==> src/rtl/sdma_pkg.sv <==
package sdma_pkg;
    localparam int ADDR_W = 20;
    localparam int CNT_W  = 16;
    localparam int DATA_W = 16;
    localparam int NUM_CH = 4;

    typedef enum logic [1:0] {
        SEL_SRC = 2'd0,
        SEL_DST = 2'd1,
        SEL_RLD = 2'd2,
        SEL_CTL = 2'd3
    } reg_sel_e;

    // Packed from MSB: bit4 dst_adv .. bit0 en
    typedef struct packed {
        logic dst_adv;
        logic src_adv;
        logic rpt;
        logic wide;
        logic en;
    } chan_ctl_t;

    typedef enum logic [1:0] {
        ST_IDLE  = 2'd0,
        ST_CLAIM = 2'd1,
        ST_READ  = 2'd2,
        ST_WRITE = 2'd3
    } bus_state_e;
endpackage

==> src/rtl/sdma_channel.sv <==
module sdma_channel
    import sdma_pkg::*;
#(
    parameter int AW = ADDR_W,
    parameter int CW = CNT_W
) (
    input  logic          clk,
    input  logic          rst_n,
    input  logic          wr_en,
    input  logic [1:0]    wr_sel,
    input  logic [AW-1:0] wr_data,
    input  logic          req_in,
    input  logic          start,
    input  logic          done,
    output logic          pending,
    output logic          wide,
    output logic [AW-1:0] rd_addr,
    output logic [AW-1:0] wr_addr,
    output logic          irq
);
    logic [AW-1:0] src_q, dst_q, fwd_q, step;
    logic [CW-1:0] rld_q, cnt_q;
    chan_ctl_t     ctl_q, ctl_new;
    logic          first_q, pend_q, irq_q, at_floor;

    always_comb begin
        ctl_new = chan_ctl_t'(wr_data[4:0]);
        if (ctl_new.src_adv && ctl_new.dst_adv) begin
            ctl_new.src_adv = 1'b0;
            ctl_new.dst_adv = 1'b0;
        end
    end

    assign step     = ctl_q.wide ? AW'(2) : AW'(1);
    assign at_floor = (cnt_q == '0);

    always_ff @(posedge clk or negedge rst_n) begin
        if (!rst_n) begin
            src_q   <= '0;
            dst_q   <= '0;
            fwd_q   <= '0;
            rld_q   <= '0;
            cnt_q   <= '0;
            ctl_q   <= '0;
            first_q <= 1'b0;
            pend_q  <= 1'b0;
            irq_q   <= 1'b0;
        end else begin
            irq_q <= done && at_floor;
            if (start) begin
                pend_q <= 1'b0;
                if (first_q) begin
                    first_q <= 1'b0;
                    cnt_q   <= rld_q;
                    fwd_q   <= ctl_q.src_adv ? src_q : dst_q;
                end
            end
            if (req_in && ctl_q.en) begin
                pend_q <= 1'b1;
            end
            if (done) begin
                if (ctl_q.src_adv || ctl_q.dst_adv) begin
                    fwd_q <= fwd_q + step;
                end
                if (at_floor) begin
                    if (ctl_q.rpt) begin
                        cnt_q <= rld_q;
                    end else begin
                        ctl_q.en <= 1'b0;
                        pend_q   <= 1'b0;
                    end
                end else begin
                    cnt_q <= cnt_q - 1'b1;
                end
            end
            if (wr_en) begin
                unique case (reg_sel_e'(wr_sel))
                    SEL_SRC: src_q <= wr_data;
                    SEL_DST: dst_q <= wr_data;
                    SEL_RLD: rld_q <= wr_data[CW-1:0];
                    SEL_CTL: begin
                        ctl_q <= ctl_new;
                        if (ctl_new.en && !ctl_q.en) first_q <= 1'b1;
                        if (!ctl_new.en)             pend_q  <= 1'b0;
                    end
                endcase
            end
        end
    end

    assign pending = pend_q && ctl_q.en;
    assign wide    = ctl_q.wide;
    assign rd_addr = ctl_q.src_adv ? fwd_q : src_q;
    assign wr_addr = ctl_q.dst_adv ? fwd_q : dst_q;
    assign irq     = irq_q;


    dir_legal_chk: assert property (@(posedge clk) disable iff (!rst_n)
        !(ctl_q.src_adv && ctl_q.dst_adv));

    irq_pulse_chk: assert property (@(posedge clk) disable iff (!rst_n)
        irq_q |=> !irq_q);

    cnt_step_chk: assert property (@(posedge clk) disable iff (!rst_n)
        (done && !at_floor) |=> (cnt_q == $past(cnt_q) - 1'b1));

    single_stop_chk: assert property (@(posedge clk) disable iff (!rst_n)
        (done && at_floor && !ctl_q.rpt && !wr_en) |=> !ctl_q.en);
endmodule

==> src/rtl/sdma_arbiter.sv <==
module sdma_arbiter #(
    parameter int NCH = 4,
    localparam int IW = (NCH > 1) ? $clog2(NCH) : 1
) (
    input  logic [NCH-1:0] pend,
    output logic           valid,
    output logic [IW-1:0]  idx
);
    logic [NCH-1:0] lower_mask;

    always_comb begin
        valid = 1'b0;
        idx   = '0;
        for (int i = NCH - 1; i >= 0; i--) begin
            if (pend[i]) begin
                valid = 1'b1;
                idx   = IW'(i);
            end
        end
    end

    assign lower_mask = ({{(NCH-1){1'b0}}, 1'b1} << idx) - 1'b1;


    always_comb begin
        if (valid) begin
            lowest_pick_chk: assert (pend[idx] && ((pend & lower_mask) == '0));
        end
    end
endmodule

==> src/rtl/sdma_sequencer.sv <==
module sdma_sequencer
    import sdma_pkg::*;
#(
    parameter int NCH = 4,
    parameter int AW  = ADDR_W,
    parameter int DW  = DATA_W,
    localparam int IW = (NCH > 1) ? $clog2(NCH) : 1
) (
    input  logic           clk,
    input  logic           rst_n,
    input  logic           pick_valid,
    input  logic [IW-1:0]  pick_idx,
    input  logic           bus_gnt,
    input  logic [AW-1:0]  rd_addr,
    input  logic [AW-1:0]  wr_addr,
    input  logic           wide,
    input  logic [DW-1:0]  mem_rdata,
    output logic [IW-1:0]  cur_idx,
    output logic [NCH-1:0] start_vec,
    output logic [NCH-1:0] done_vec,
    output logic           bus_req,
    output logic           mem_re,
    output logic           mem_we,
    output logic [AW-1:0]  mem_addr,
    output logic           mem_wide,
    output logic [DW-1:0]  mem_wdata
);
    bus_state_e    state_q, state_d;
    logic [IW-1:0] cur_q;
    logic [DW-1:0] buf_q;

    always_comb begin
        state_d = state_q;
        unique case (state_q)
            ST_IDLE:  if (pick_valid) state_d = ST_CLAIM;
            ST_CLAIM: if (bus_gnt)    state_d = ST_READ;
            ST_READ:  state_d = ST_WRITE;
            ST_WRITE: state_d = ST_IDLE;
        endcase
    end

    always_ff @(posedge clk or negedge rst_n) begin
        if (!rst_n) begin
            state_q <= ST_IDLE;
            cur_q   <= '0;
            buf_q   <= '0;
        end else begin
            state_q <= state_d;
            if (state_q == ST_IDLE && pick_valid) cur_q <= pick_idx;
            if (state_q == ST_READ)               buf_q <= mem_rdata;
        end
    end

    always_comb begin
        bus_req   = 1'b0;
        mem_re    = 1'b0;
        mem_we    = 1'b0;
        mem_addr  = '0;
        start_vec = '0;
        done_vec  = '0;
        unique case (state_q)
            ST_IDLE: ;
            ST_CLAIM: begin
                bus_req = 1'b1;
                if (bus_gnt) start_vec[cur_q] = 1'b1;
            end
            ST_READ: begin
                bus_req  = 1'b1;
                mem_re   = 1'b1;
                mem_addr = rd_addr;
            end
            ST_WRITE: begin
                bus_req  = 1'b1;
                mem_we   = 1'b1;
                mem_addr = wr_addr;
                done_vec[cur_q] = 1'b1;
            end
        endcase
    end

    assign cur_idx   = cur_q;
    assign mem_wide  = wide;
    assign mem_wdata = wide ? buf_q : {{(DW-8){1'b0}}, buf_q[7:0]};


    rd_then_wr_chk: assert property (@(posedge clk) disable iff (!rst_n)
        mem_re |=> mem_we);

    release_chk: assert property (@(posedge clk) disable iff (!rst_n)
        mem_we |=> !bus_req);

    read_owned_chk: assert property (@(posedge clk) disable iff (!rst_n)
        mem_re |-> (bus_req && bus_gnt));

    one_start_chk: assert property (@(posedge clk) disable iff (!rst_n)
        $onehot0(start_vec));
endmodule

==> src/rtl/steal_dma.sv <==
module steal_dma
    import sdma_pkg::*;
#(
    parameter int NCH = NUM_CH,
    parameter int AW  = ADDR_W,
    parameter int CW  = CNT_W,
    parameter int DW  = DATA_W,
    localparam int IW = (NCH > 1) ? $clog2(NCH) : 1
) (
    input  logic           clk,
    input  logic           rst_n,
    input  logic           cfg_we,
    input  logic [IW-1:0]  cfg_chan,
    input  logic [1:0]     cfg_sel,
    input  logic [AW-1:0]  cfg_data,
    input  logic [NCH-1:0] req_in,
    input  logic [NCH-1:0] sw_trig,
    output logic           bus_req,
    input  logic           bus_gnt,
    output logic [AW-1:0]  mem_addr,
    output logic           mem_re,
    output logic           mem_we,
    output logic           mem_wide,
    output logic [DW-1:0]  mem_wdata,
    input  logic [DW-1:0]  mem_rdata,
    output logic [NCH-1:0] irq
);
    logic [NCH-1:0] pend, start_vec, done_vec, ch_wide;
    logic [AW-1:0]  ch_rd [NCH];
    logic [AW-1:0]  ch_wr [NCH];
    logic           pick_valid;
    logic [IW-1:0]  pick_idx, cur_idx;

    for (genvar g = 0; g < NCH; g++) begin : g_ch
        sdma_channel #(.AW(AW), .CW(CW)) u_chan (
            .clk     (clk),
            .rst_n   (rst_n),
            .wr_en   (cfg_we && (cfg_chan == IW'(g))),
            .wr_sel  (cfg_sel),
            .wr_data (cfg_data),
            .req_in  (req_in[g] || sw_trig[g]),
            .start   (start_vec[g]),
            .done    (done_vec[g]),
            .pending (pend[g]),
            .wide    (ch_wide[g]),
            .rd_addr (ch_rd[g]),
            .wr_addr (ch_wr[g]),
            .irq     (irq[g])
        );
    end

    sdma_arbiter #(.NCH(NCH)) u_arb (
        .pend  (pend),
        .valid (pick_valid),
        .idx   (pick_idx)
    );

    sdma_sequencer #(.NCH(NCH), .AW(AW), .DW(DW)) u_seq (
        .clk        (clk),
        .rst_n      (rst_n),
        .pick_valid (pick_valid),
        .pick_idx   (pick_idx),
        .bus_gnt    (bus_gnt),
        .rd_addr    (ch_rd[cur_idx]),
        .wr_addr    (ch_wr[cur_idx]),
        .wide       (ch_wide[cur_idx]),
        .mem_rdata  (mem_rdata),
        .cur_idx    (cur_idx),
        .start_vec  (start_vec),
        .done_vec   (done_vec),
        .bus_req    (bus_req),
        .mem_re     (mem_re),
        .mem_we     (mem_we),
        .mem_addr   (mem_addr),
        .mem_wide   (mem_wide),
        .mem_wdata  (mem_wdata)
    );
endmodule

==> config.mk <==
export PLATFORM = sky130hd
export DESIGN_NAME = steal_dma
export DESIGN_NICKNAME = d
export VERILOG_FILES = /design/src/rtl/sdma_pkg.sv /design/src/rtl/sdma_channel.sv /design/src/rtl/sdma_arbiter.sv /design/src/rtl/sdma_sequencer.sv /design/src/rtl/steal_dma.sv
export SDC_FILE = /design/constraint.sdc
export NUM_CORES = 1
export LEC_CHECK = 0
export ABC_AREA = 1
export BUFFER_PORTS_ARGS = -buffer_cell sky130_fd_sc_hd__buf_2
export CAP_MARGIN = 5
export CORE_MARGIN = 5
export CORE_UTILIZATION = 56
export CTS_CLUSTER_DIAMETER = 60
export DETAILED_ROUTE_END_ITERATION = 6
export GPL_TIMING_DRIVEN = 0
export PLACE_DENSITY_LB_ADDON = 0.05
export RECOVER_POWER = 50
export SYNTH_ARGS = -nofsm -noshare
export SYNTH_HDL_FRONTEND = slang
export SYNTH_SLANG_ARGS = --single-unit
==> constraint.sdc <==
create_clock -name clk -period 2.59 [get_ports clk]
set_input_delay 0.1295 -clock clk [delete_from_list [all_inputs] [get_ports clk]]
set_output_delay 0.1295 -clock clk [all_outputs]
set_load 0.01 [all_outputs]
; Word level (Yosys, flattened, before mapping)
; Index checks and enable logic that the tools add are counted.
[word_totals]
ff_bits = 420
latchBits = 0
ramBits = 0
romBits = 0
inputBits = 52
output_inout_bits = 44
elab_cells = 288
n_memories = 0
[op_classes]
n_addsub = 8
multipliers = 0
n_div = 0
order_cmp = 3
n_eq_ne = 11
n_shift = 0
muxes = 150
n_bitwise = 1
n_reduce_logical = 60
[ops]
columns = operator, count
row1 = two-way mux 20 bit, 32
row2 = two-way mux 16 bit, 21
row3 = adder 20 bit, 4
row4 = binary-select mux 20 bit (select 2 bit), 2
row5 = two-way mux 1 bit, 77
row6 = zero test 16 bit, 4
row7 = subtractor 16 x 1 -> 16 bit (second input constant), 4
row8 = one-hot mux 20 bit (2 select lines), 1
row9 = AND reduction 2 bit, 17
row10 = logical AND 1 bit, 23
row11 = two-way mux 2 bit, 11
row12 = equality test 2 bit (second input constant), 6
row13 = two-way mux 4 bit, 3
row14 = logical OR 1 bit, 8
row15 = one-hot mux 2 bit (4 select lines), 1
row16 = equality test 2 x 1 -> 1 bit (second input constant), 3
row17 = zero test 2 bit, 3
row18 = zero test 1 bit, 4
row19 = >= comparator 3 bit (second input constant), 1
row20 = less-than comparator 2 x 3 -> 1 bit (second input constant), 1
row21 = inverter 2 -> 3 bit, 1
row22 = OR reduction 3 bit, 1
row23 = binary-select mux 1 bit (select 2 bit), 1
row24 = demux 1 bit (select 2 bit), 1
row25 = 3 further kinds, 3

; Logic depth before layout (Yosys ltp)
; Gate-level depths: netlist of run 1.
[logic_depth]
ltp_word = 14
mapped_depth = 14
ltp_nobuf = 13

; Hierarchy
; A second synthesis of run 1 with hierarchy kept.
[hier_totals]
hier_cells = 4200
hier_area_um2 = 27709.1
[modules_own_cells]
columns = mod, n_inst, cells_each, area_each_um2, seq_area_each_um2
row1 = sdma_channel at g_ch[1].u_chan, 1, 871, 6122.1, 2502.4
row2 = sdma_channel at g_ch[0].u_chan, 1, 882, 6083.3, 2502.4
row3 = sdma_channel at g_ch[3].u_chan, 1, 877, 6077.1, 2502.4
row4 = sdma_channel at g_ch[2].u_chan, 1, 866, 5980.7, 2502.4
row5 = steal_dma, 1, 490, 2064.5, 0.0
row6 = sdma_sequencer, 1, 206, 1345.0, 500.5
row7 = sdma_arbiter, 1, 8, 36.3, 0.0

; Worst setup path before layout of run 1
; OpenSTA, ideal clock, no wires.
[synth_path]
path_type = flip-flop to flip-flop
startpoint = reg g_ch[2].u_chan.ctl_q, in the netlist g_ch[2].u_chan.wide
endpoint = reg g_ch[2].u_chan.fwd_q[10]
setup_time_ps = 119
t_arrival_ps = 2021
t_required_ps = 2471
setup_slack_ps = 450
path_stages_with_launch = 11
n_path_buf = 0
synth_period_minus_slack_ps = 2140
path_cell_list = dfrtp_1 > inv_1 > ha_1 > inv_1 > fa_1 > inv_1 > nand2_1 > nor3_1 > nand2_1 > xor2_1 > o21a_1
[synth_via]
elab_chain_cells = 4
[synth_lines]
columns = item, line_no
row1 = from (decl), sdma_channel.sv:23  ; chan_ctl_t ctl_q, ctl_new;
row2 = from (signal assigned), sdma_channel.sv:82  ; ctl_q <= ctl_new;
row3 = two-way mux 2 bit, sdma_channel.sv:34  ; assign step = ctl_q.wide ? AW'(2) : AW'(1);
row4 = adder 20 bit, sdma_channel.sv:63  ; fwd_q <= fwd_q + step;
row5 = two-way mux 20 bit, sdma_channel.sv:62  ; if (ctl_q.src_adv || ctl_q.dst_adv) begin
row6 = two-way mux 20 bit, sdma_channel.sv:61  ; if (done) begin
row7 = to (signal assigned), sdma_channel.sv:55  ; fwd_q <= ctl_q.src_adv ? src_q : dst_q;
row8 = to (signal assigned), sdma_channel.sv:63
row9 = to (decl), sdma_channel.sv:21  ; logic [AW-1:0] src_q, dst_q, fwd_q, step;
; No other way between the ends.
; A chain may end at the register's enable or synchronous reset.

; Worst setup path in the final report of run 1
[layout_path]
startpoint = reg u_seq.cur_q[1], in the netlist u_seq.cur_idx[1]
endpoint = out mem_addr[18]
[layout_via]
elab_chain_cells = 5
word_cells_on_any_way = 8
cone_classes = mux: 7 / bitwise: 1
[layout_lines]
columns = item, line_no
row1 = from (decl), sdma_sequencer.sv:29  ; logic [IW-1:0] cur_q;
row2 = from (signal assigned), sdma_sequencer.sv:49  ; if (state_q == ST_IDLE && pick_valid) cur_q <= pick_idx;
row3 = inverter 2 -> 3 bit (implied by the code) *, "steal_dma.sv:64, steal_dma.sv:65"
row4 = "binary-select mux 20 bit (select 2 bit), on equally long branches", "steal_dma.sv:65, steal_dma.sv:64"
row5 = "two-way mux 20 bit, on equally long branches (2 in a row)", "steal_dma.sv:65, steal_dma.sv:64"
row6 = one-hot mux 20 bit (2 select lines) *, sdma_sequencer.sv:61  ; unique case (state_q)
row7 = to (decl), steal_dma.sv:20  ; output logic [AW-1:0] mem_addr,
; Mark *: on every way between the ends. The rest lies on a longest branch, timed or not. The select of a mux whose other input is x is not followed.

==> summary.md, run 1 <==
| Metric | Value |
|---|---|
| Antenna Violating Nets Remaining | 0 |
| Layout cells sized above 1 | 0.0837 |
| CP arrival | 2.47 ns |
| Gr busiest metal | met2 |
| Top_reg_cell synth | dfrtp_1 |
| Final Critical Period | 2.60 ns |
| Core Area | 46500 µm² |
| Setup ws final | -0.00545 ns |
| Total power | 32.2 mW |
| Grt met2 use | 0.590 |
| GP Congestion | 1.04 |
| Vias per inst | 5.93 |
| Routed vias | 28600 |
| Worst-path clk slew | 0.06 ns |
| Hold crit path type | primary input to flip-flop |
| R2R Setup Slk | 0.05 ns |
| P&R area growth vs syn | 14.5% |
| Synth warn | 0 |
| Failing checks | max-capacitance violations, max-slew violations, negative setup slack |
| DRC viols | 0 |
| Most frequent cells in the layout | 1295 x nand2_1, 520 x o21ai_0, 417 x dfrtp_1 |
| NetSw | 14.9 mW |
| Die Wd | 226 µm |
| Power Dens Cells | 1070 nW/µm² |
| Final cycle utilization of the critical path | 1.00 |
| Worst-Skew Late Latency | 0.62 ns |
| Fin util | 0.647 |
| Cell area after synthesis | 26200 µm² |
| Sw Share | 0.461 |
| CP max FO | 10 |
| Routed WL | 104000 µm |
| Setup violators final | 2 |
| WS Path Type | flip-flop to primary output |
| Synth cell types | 41 |
| Clk network pwr share | 0.237 |
| DRT Pass-1 Iters | 7 |
| All-layer global routing usage | 0.398 |
| Number of DRC markers in iteration 0 | 3720 |
| Synth area leaders | dfrtp_1 40%, nand2_1 19%, o21ai_0 11% |
| GRT met3 Usage | 0.105 |
| Grt ovf | 0 |
| CP Capture Type | primary output |
| Non-filler instance count after layout | 4827 |
| Post-synth EDFFs | 0 |
| Hold Vio Cnt, Final | 0 |
| Largest net degree at the start of global routing | 118 |
| Most common cell after layout, fill and taps aside | nand2_1 |
| Setup TNS | -0.00546 ns |
| Relative slew slack | -0.124 |
| Largest area contributor in the netlist | dfrtp_1 |
| Syn_area_per_cell | 6.60 µm² |
| CP Launch Type | flip-flop |
| Pre-CTS setup slack | -0.408 ns |
| Final Slew Violations | 118 |
| Clock tree sinks | 420 |
| Final #Nets | 4251 |
| Sequential-to-total area share from yosys stat | 0.401 |
| Comb power frac | 0.433 |
| Peak VDD IR | 0.753 mV |
| Worst Path Required | 2.46 ns |
| Cell Rows | 79 |
| Max Buffers Root-to-Sink | 3 |
| GR met1 Demand/Resource | 0.551 |
| CTS tree | built |
| Filler cell count | 4397 |
| Max-cap violations | 1 |
| FMAX | 385 MHz |
| Vias in the first global route | 25600 |
| Lkg Pwr | 14.8 nW |
| Gate Count Post-Synth | 3971 |
| Die span in y | 226 µm |
| Async SR Flop Fraction | 1.00 |
| Sequential power share | 0.329 |
| Post-route cell area | 30000 µm² |
| Post-synthesis sequential element count | 420 |
| Top cell type's share of synthesized area | 0.401 |
| Least-Margin Pin Slew | 1.69 ns |
| Max Clock Skew | 0.0219 ns |
| DP Cell Count | 4676 |
| RSZ-0062 raised after global routing | true |
| Root Buffer | clkbuf_16 |
| Inserted Clock Buffers | 52 |
| I/O Buffers | 95 |
| Area after DPL | 27600 µm² |
| Initial antenna violation count | 5 |
| Detail Placement HPWL | 75800 µm |
| Int Power | 17.4 mW |
| H-tree lvl count | 2 |
| Top Ports | 96 |
| Mapped Nets | 4048 |
| First-pass GRT wire length | 156000 µm |
| Initial Utilization | 0.564 |
| WL/cell | 21.6 µm |
| Status | finished, violations left |
| DIE AREA | 51300 µm² |
| Hold slack | 0.0424 ns |
[routing by layer]
| metal | vias up | part of all wire |
|---|---|---|
| met2 | 1684 | 0.42 |
| met5 | - | 0.00046 |
| met3 | 310 | 0.12 |
| met1 | 13300 | 0.40 |
| li1 | 13300 | - |
| met4 | 6 | 0.058 |
[critical path, cell delays in order, from the launching register on]
cell     delay, ns
dfrtp_2       0.47
inv_2         0.14
nand2_2       0.13
buf_4         0.21
a21oi_1       0.23
o21ai_0       0.16
nand4_1       0.10
nand2_1       0.08
nand2_2       0.16
buf_2         0.16
[final cells by class]
cell class / instances / area [µm²] / share of cell area
plain buffers: 218 / 1020 / 0.0340
multi-input cells: 2998 / 13600 / 0.454
clock buffers: 66 / 1440 / 0.0478
flip-flops and latches: 420 / 10500 / 0.350
inverters: 332 / 1250 / 0.0416
clock inverters: 31 / 352 / 0.0117
well taps: 607 / 759 / 0.0253
diodes: 3 / 7.51 / 0.000250
repair buffers: 152 / 1060 / 0.0352
[cells by family (layout without fill, tap and decap cells)]
kind of cell / Yosys count / count (layout) / synth area share
DFF: 420 / 420 / 0.401
and+or+nand+nor: 2012 / 2012 / 0.308
xor gates and xnor gates: 21 / 21 / 0.00701
other: 0 / 3 / 0
muxes: 1 / 1 / 0.000382
buffers and inverters: 553 / 799 / 0.0829
adders and majority gates: 25 / 25 / 0.0131
AOI/OAI and AO/OA: 939 / 939 / 0.188
[synth_stat cells (all sizes together) (20+ instances only)]
library cell,instances
dfrtp,420
inv,326
o21ai,602
buf,64
nand3,155
xor2,20
nand2,1318
a21oi,248
clkbuf,157
nand4,76
o211ai,55
ha,21
nor2,427
[final timing paths]
path,startpoint,to,depth (start not counted)
worst max-delay path,u_seq.cur_idx[1],mem_addr[18],9
worst min-delay path,cfg_data[0],g_ch[3].u_chan.ctl_q[0],3
worst max register to register,u_seq.state_q[0],g_ch[2].u_chan.fwd_q[4],8
worst min register to register,u_seq.buf_q[3],u_seq.buf_q[3],2
max in group asynchronous,rst_n,g_ch[0].u_chan.fwd_q[12],3
min in group asynchronous,rst_n,g_ch[2].u_chan.cnt_q[13],2
[power by group through the flow]
stage | clock network (mW) | logic, mW | registers (mW)
2_1_floorplan | 0 | 9.03 | 9.83
3_3_place_gp | 0 | 13.0 | 10.5
3_5_place_dp | 0 | 13.1 | 10.5
4_1_cts | 7.66 | 13.5 | 10.5
5_1_grt | 7.95 | 15.4 | 10.8
6_report | 7.64 | 14.0 | 10.6
[repair_timing]
item	CTS	global route
buffers inserted	4	4
pin swaps	2	1
hold endpoints to repair	140	0
endpoints found under the setup margin	139	39
hold buffers	46	0
gates cloned	0	0
resized for setup	92	77
[flip-flops by register name, summed over array words and instances, names as in the netlist]
| register | flops |
|---|---|
| g_ch.u_chan.dst_q | 80 |
| g_ch.u_chan.fwd_q | 80 |
| g_ch.u_chan.src_q | 80 |
| g_ch.u_chan.cnt_q | 64 |
| g_ch.u_chan.rld_q | 64 |
| g_ch.u_chan.ctl_q | 16 |
| u_seq.buf_q | 16 |
| g_ch.u_chan.first_q | 4 |
| g_ch.u_chan.irq | 4 |
| g_ch.u_chan.pend_q | 4 |
| g_ch.u_chan.wide | 4 |
| u_seq.cur_idx | 2 |
| u_seq.state_q | 2 |
Note: power is estimated with default switching activity, not from simulation.
==> run 2: changes to the inputs <==
Settings changed: CTS_BUF_LIST set to sky130_fd_sc_hd__clkbuf_4 sky130_fd_sc_hd__clkbuf_8.
Clock period 2.59 ns to 2.5 ns, I/O delays scaled along.
==> summary.md, run 2 (synthesized netlist as in run 1, its figures left out) <==
| Metric | Value |
|---|---|
| Max Clock Skew | 0.0370 ns (was 0.0219 ns) |
| Top Ports | 96 (unchanged) |
| CP Launch Type | flip-flop (unchanged) |
| Final #Nets | 4281 (was 4251) |
| Final Critical Period | 2.56 ns |
| DR top layer | met5 (unchanged) |
| Die Wd | 226 µm (unchanged) |
| Filler cell count | 4348 (was 4397) |
| CP arrival | 2.44 ns (was 2.47 ns) |
| H-tree lvl count | 3 (was 2) |
| Largest net degree at the start of global routing | 118 (unchanged) |
| Cell Rows | 79 (unchanged) |
| Multi-input combinational cell area | 14000 µm² (was 13600 µm²) |
| Routed vias | 28900 (was 28600) |
| Max Buffers Root-to-Sink | 3 (unchanged) |
| Hold Vio Cnt, Final | 0 (unchanged) |
| RSZ-0062 raised after global routing | true (unchanged) |
| Worst Path Required | 2.38 ns (was 2.46 ns) |
| Vias per inst | 5.93 (about the same) |
| Pre-CTS setup slack | -0.498 ns (was -0.408 ns) |
| FMAX | 390 MHz |
| WL/cell | 21.5 µm (was 21.6 µm) |
| CP max FO | 10 (unchanged) |
| First-pass GRT wire length | 157000 µm (was 156000 µm) |
| Met2 routed WL | 44000 µm (was 44400 µm) |
| Area after DPL | 27600 µm² (unchanged) |
| I/O Buffers | 95 (unchanged) |
| GP Congestion | 1.04 (unchanged) |
| WS Path Type | flip-flop to primary output (unchanged) |
| Initial antenna violation count | 5 (unchanged) |
| Routed WL | 105000 µm (was 104000 µm) |
| Root Buffer | clkbuf_8 (was clkbuf_16) |
| Lkg Pwr | 14.9 nW (was 14.8 nW) |
| Final cycle utilization of the critical path | 1.03 |
| DP Cell Count | 4676 (unchanged) |
| Non-filler instance count after layout | 4869 (was 4827) |
| Core Area | 46500 µm² (unchanged) |
| P&R area growth vs syn | 16.3% (was 14.5%) |
| Grt ovf | 0 (unchanged) |
| Detail Placement HPWL | 75800 µm (unchanged) |
| Status | finished, violations left (unchanged) |
| Hold crit path type | primary input to asynchronous set/reset pin (was primary input to flip-flop) |
| Peak VDD IR | 0.870 mV (was 0.753 mV) |
| Setup TNS | -0.259 ns (was -0.00546 ns) |
| DIE AREA | 51300 µm² (unchanged) |
| All-layer global routing usage | 0.401 (was 0.398) |
| Vias in the first global route | 25700 (was 25600) |
| CP max stage cell | dfrtp_2 (unchanged) |
| Total power | 33.5 mW (was 32.2 mW) |
| Worst-Skew Late Latency | 0.69 ns (was 0.62 ns) |
| Number of DRC markers in iteration 0 | 4069 (was 3720) |
| Least-Margin Pin Slew | 1.67 ns (was 1.69 ns) |
| Worst-path cell chain | nand2_8 -> buf_4 -> a21oi_1 -> o21ai_0 -> nand4_1 -> nand2_1 -> nand2_2 -> buf_2 (was inv_2 -> nand2_2 -> buf_4 -> a21oi_1 -> o21ai_0 -> nand4_1 -> nand2_1 -> nand2_2 -> buf_2) |
| Failing checks | design-rule violations, max-capacitance violations, max-slew violations, negative setup slack (was max-capacitance violations, max-slew violations, negative setup slack) |
| Slowest stage delay, CP | 0.50 ns (was 0.47 ns) |
| Relative slew slack | -0.111 (was -0.124) |
| Worst path buffer plus inverter count | 2 (was 3) |
| Max-cap violations | 1 (unchanged) |
| Initial Utilization | 0.564 (unchanged) |
| Clock tree sinks | 420 (unchanged) |
| Biggest regs | g_ch.u_chan.dst_q: 80 flops, g_ch.u_chan.fwd_q: 80 flops, g_ch.u_chan.src_q: 80 flops (unchanged) |
| Die span in y | 226 µm (unchanged) |
| Most frequent cells in the layout | 1290 x nand2_1, 448 x o21ai_0, 416 x dfrtp_1 (was 1295 x nand2_1, 520 x o21ai_0, 417 x dfrtp_1) |
| CP Capture Type | primary output (unchanged) |
| Post-route cell area | 30500 µm² (was 30000 µm²) |
| Metal-1 WL | 41500 µm (was 41600 µm) |
| DRC viols | 20 (was 0) |
| Length of routed met3 wiring | 12900 µm (was 12400 µm) |
| Antenna Violating Nets Remaining | 0 (unchanged) |
| Most common cell after layout, fill and taps aside | nand2_1 (unchanged) |
| Setup ws final | -0.0626 ns (was -0.00545 ns) |
| Final Slew Violations | 118 (unchanged) |
| Layout cells sized above 1 | 0.114 (was 0.0837) |
| Power Dens Cells | 1100 nW/µm² (was 1070 nW/µm²) |
| Setup violators final | 8 (was 2) |
| CTS tree | built (unchanged) |
| Sequential cell area | 10500 µm² (about the same) |
| DRT Pass-1 Iters | 7 (unchanged) |
| Hold slack | 0.00460 ns (was 0.0424 ns) |
| Fin util | 0.656 (was 0.647) |
| Inserted Clock Buffers | 76 (was 52) |
| Worst-path clk slew | 0.06 ns (about the same) |
| Crit path max-delay family | flip-flops (was buffers and inverters) |
## run 2: changes by cell type in the layout (fill, tap and decap cells not counted), moves of 23 or more
cell | before | now
o21ai_1 | 74 | 105
clkbuf_16 | 53 | 0
clkbuf_1 | 143 | 120
clkbuf_8 | 6 | 98
o21ai_0 | 520 | 448
o21ai_2 | 8 | 48
## run 2: path summary, 6_finish.rpt
path                                   from                        to  slack [ns]  cells past startpoint
min in group clk                cfg_chan[0]    g_ch[3].u_chan.first_q        0.05                      3
setup / recovery           u_seq.cur_idx[1]               mem_addr[0]       -0.06                      8
max in group asynchronous             rst_n  g_ch[0].u_chan.fwd_q[13]        0.35                      3
hold / removal                        rst_n  g_ch[2].u_chan.cnt_q[12]       0.005                      2
setup reg to reg           u_seq.state_q[1]  g_ch[3].u_chan.fwd_q[14]        0.11                     10
hold reg to reg              u_seq.buf_q[0]            u_seq.buf_q[0]        0.47                      2
## run 2: layer usage
layer,track usage,vias to the layer above
met1,0.550,13400
met4,0.195,6
met2,0.586,1738
li1,-,13400
met3,0.113,343
met5,0,-
## run 2: final cells by class
cell class | instances | area share
Buffer | 215 | 0.0371
Sequential cell | 420 | 0.345
Antenna cell | 3 | 0.000246
Multi-Input combinational cell | 2998 | 0.458
Inverter | 332 | 0.0414
Clock inverter | 21 | 0.00735
Clock buffer | 112 | 0.0471
Timing Repair Buffer | 161 | 0.0388
Tap cell | 607 | 0.0249
## run 2: power breakdown
part	internal, mW	switching (mW)	total, mW	leakage [nW]
clock	4.09	3.13	7.22	0.862
combinational	4.97	10.2	15.2	8.92
sequential	8.81	2.26	11.1	5.11
total	17.9	15.6	33.5	14.9
## run 2: what timing repair did
action                     4_1_cts  5_1_grt
hold endpoints to repair       166        0
resized for setup              206      182
pin swaps                        4        8
buffers inserted                 6        6
setup endpoints to repair      161       90
hold buffers                    51        0
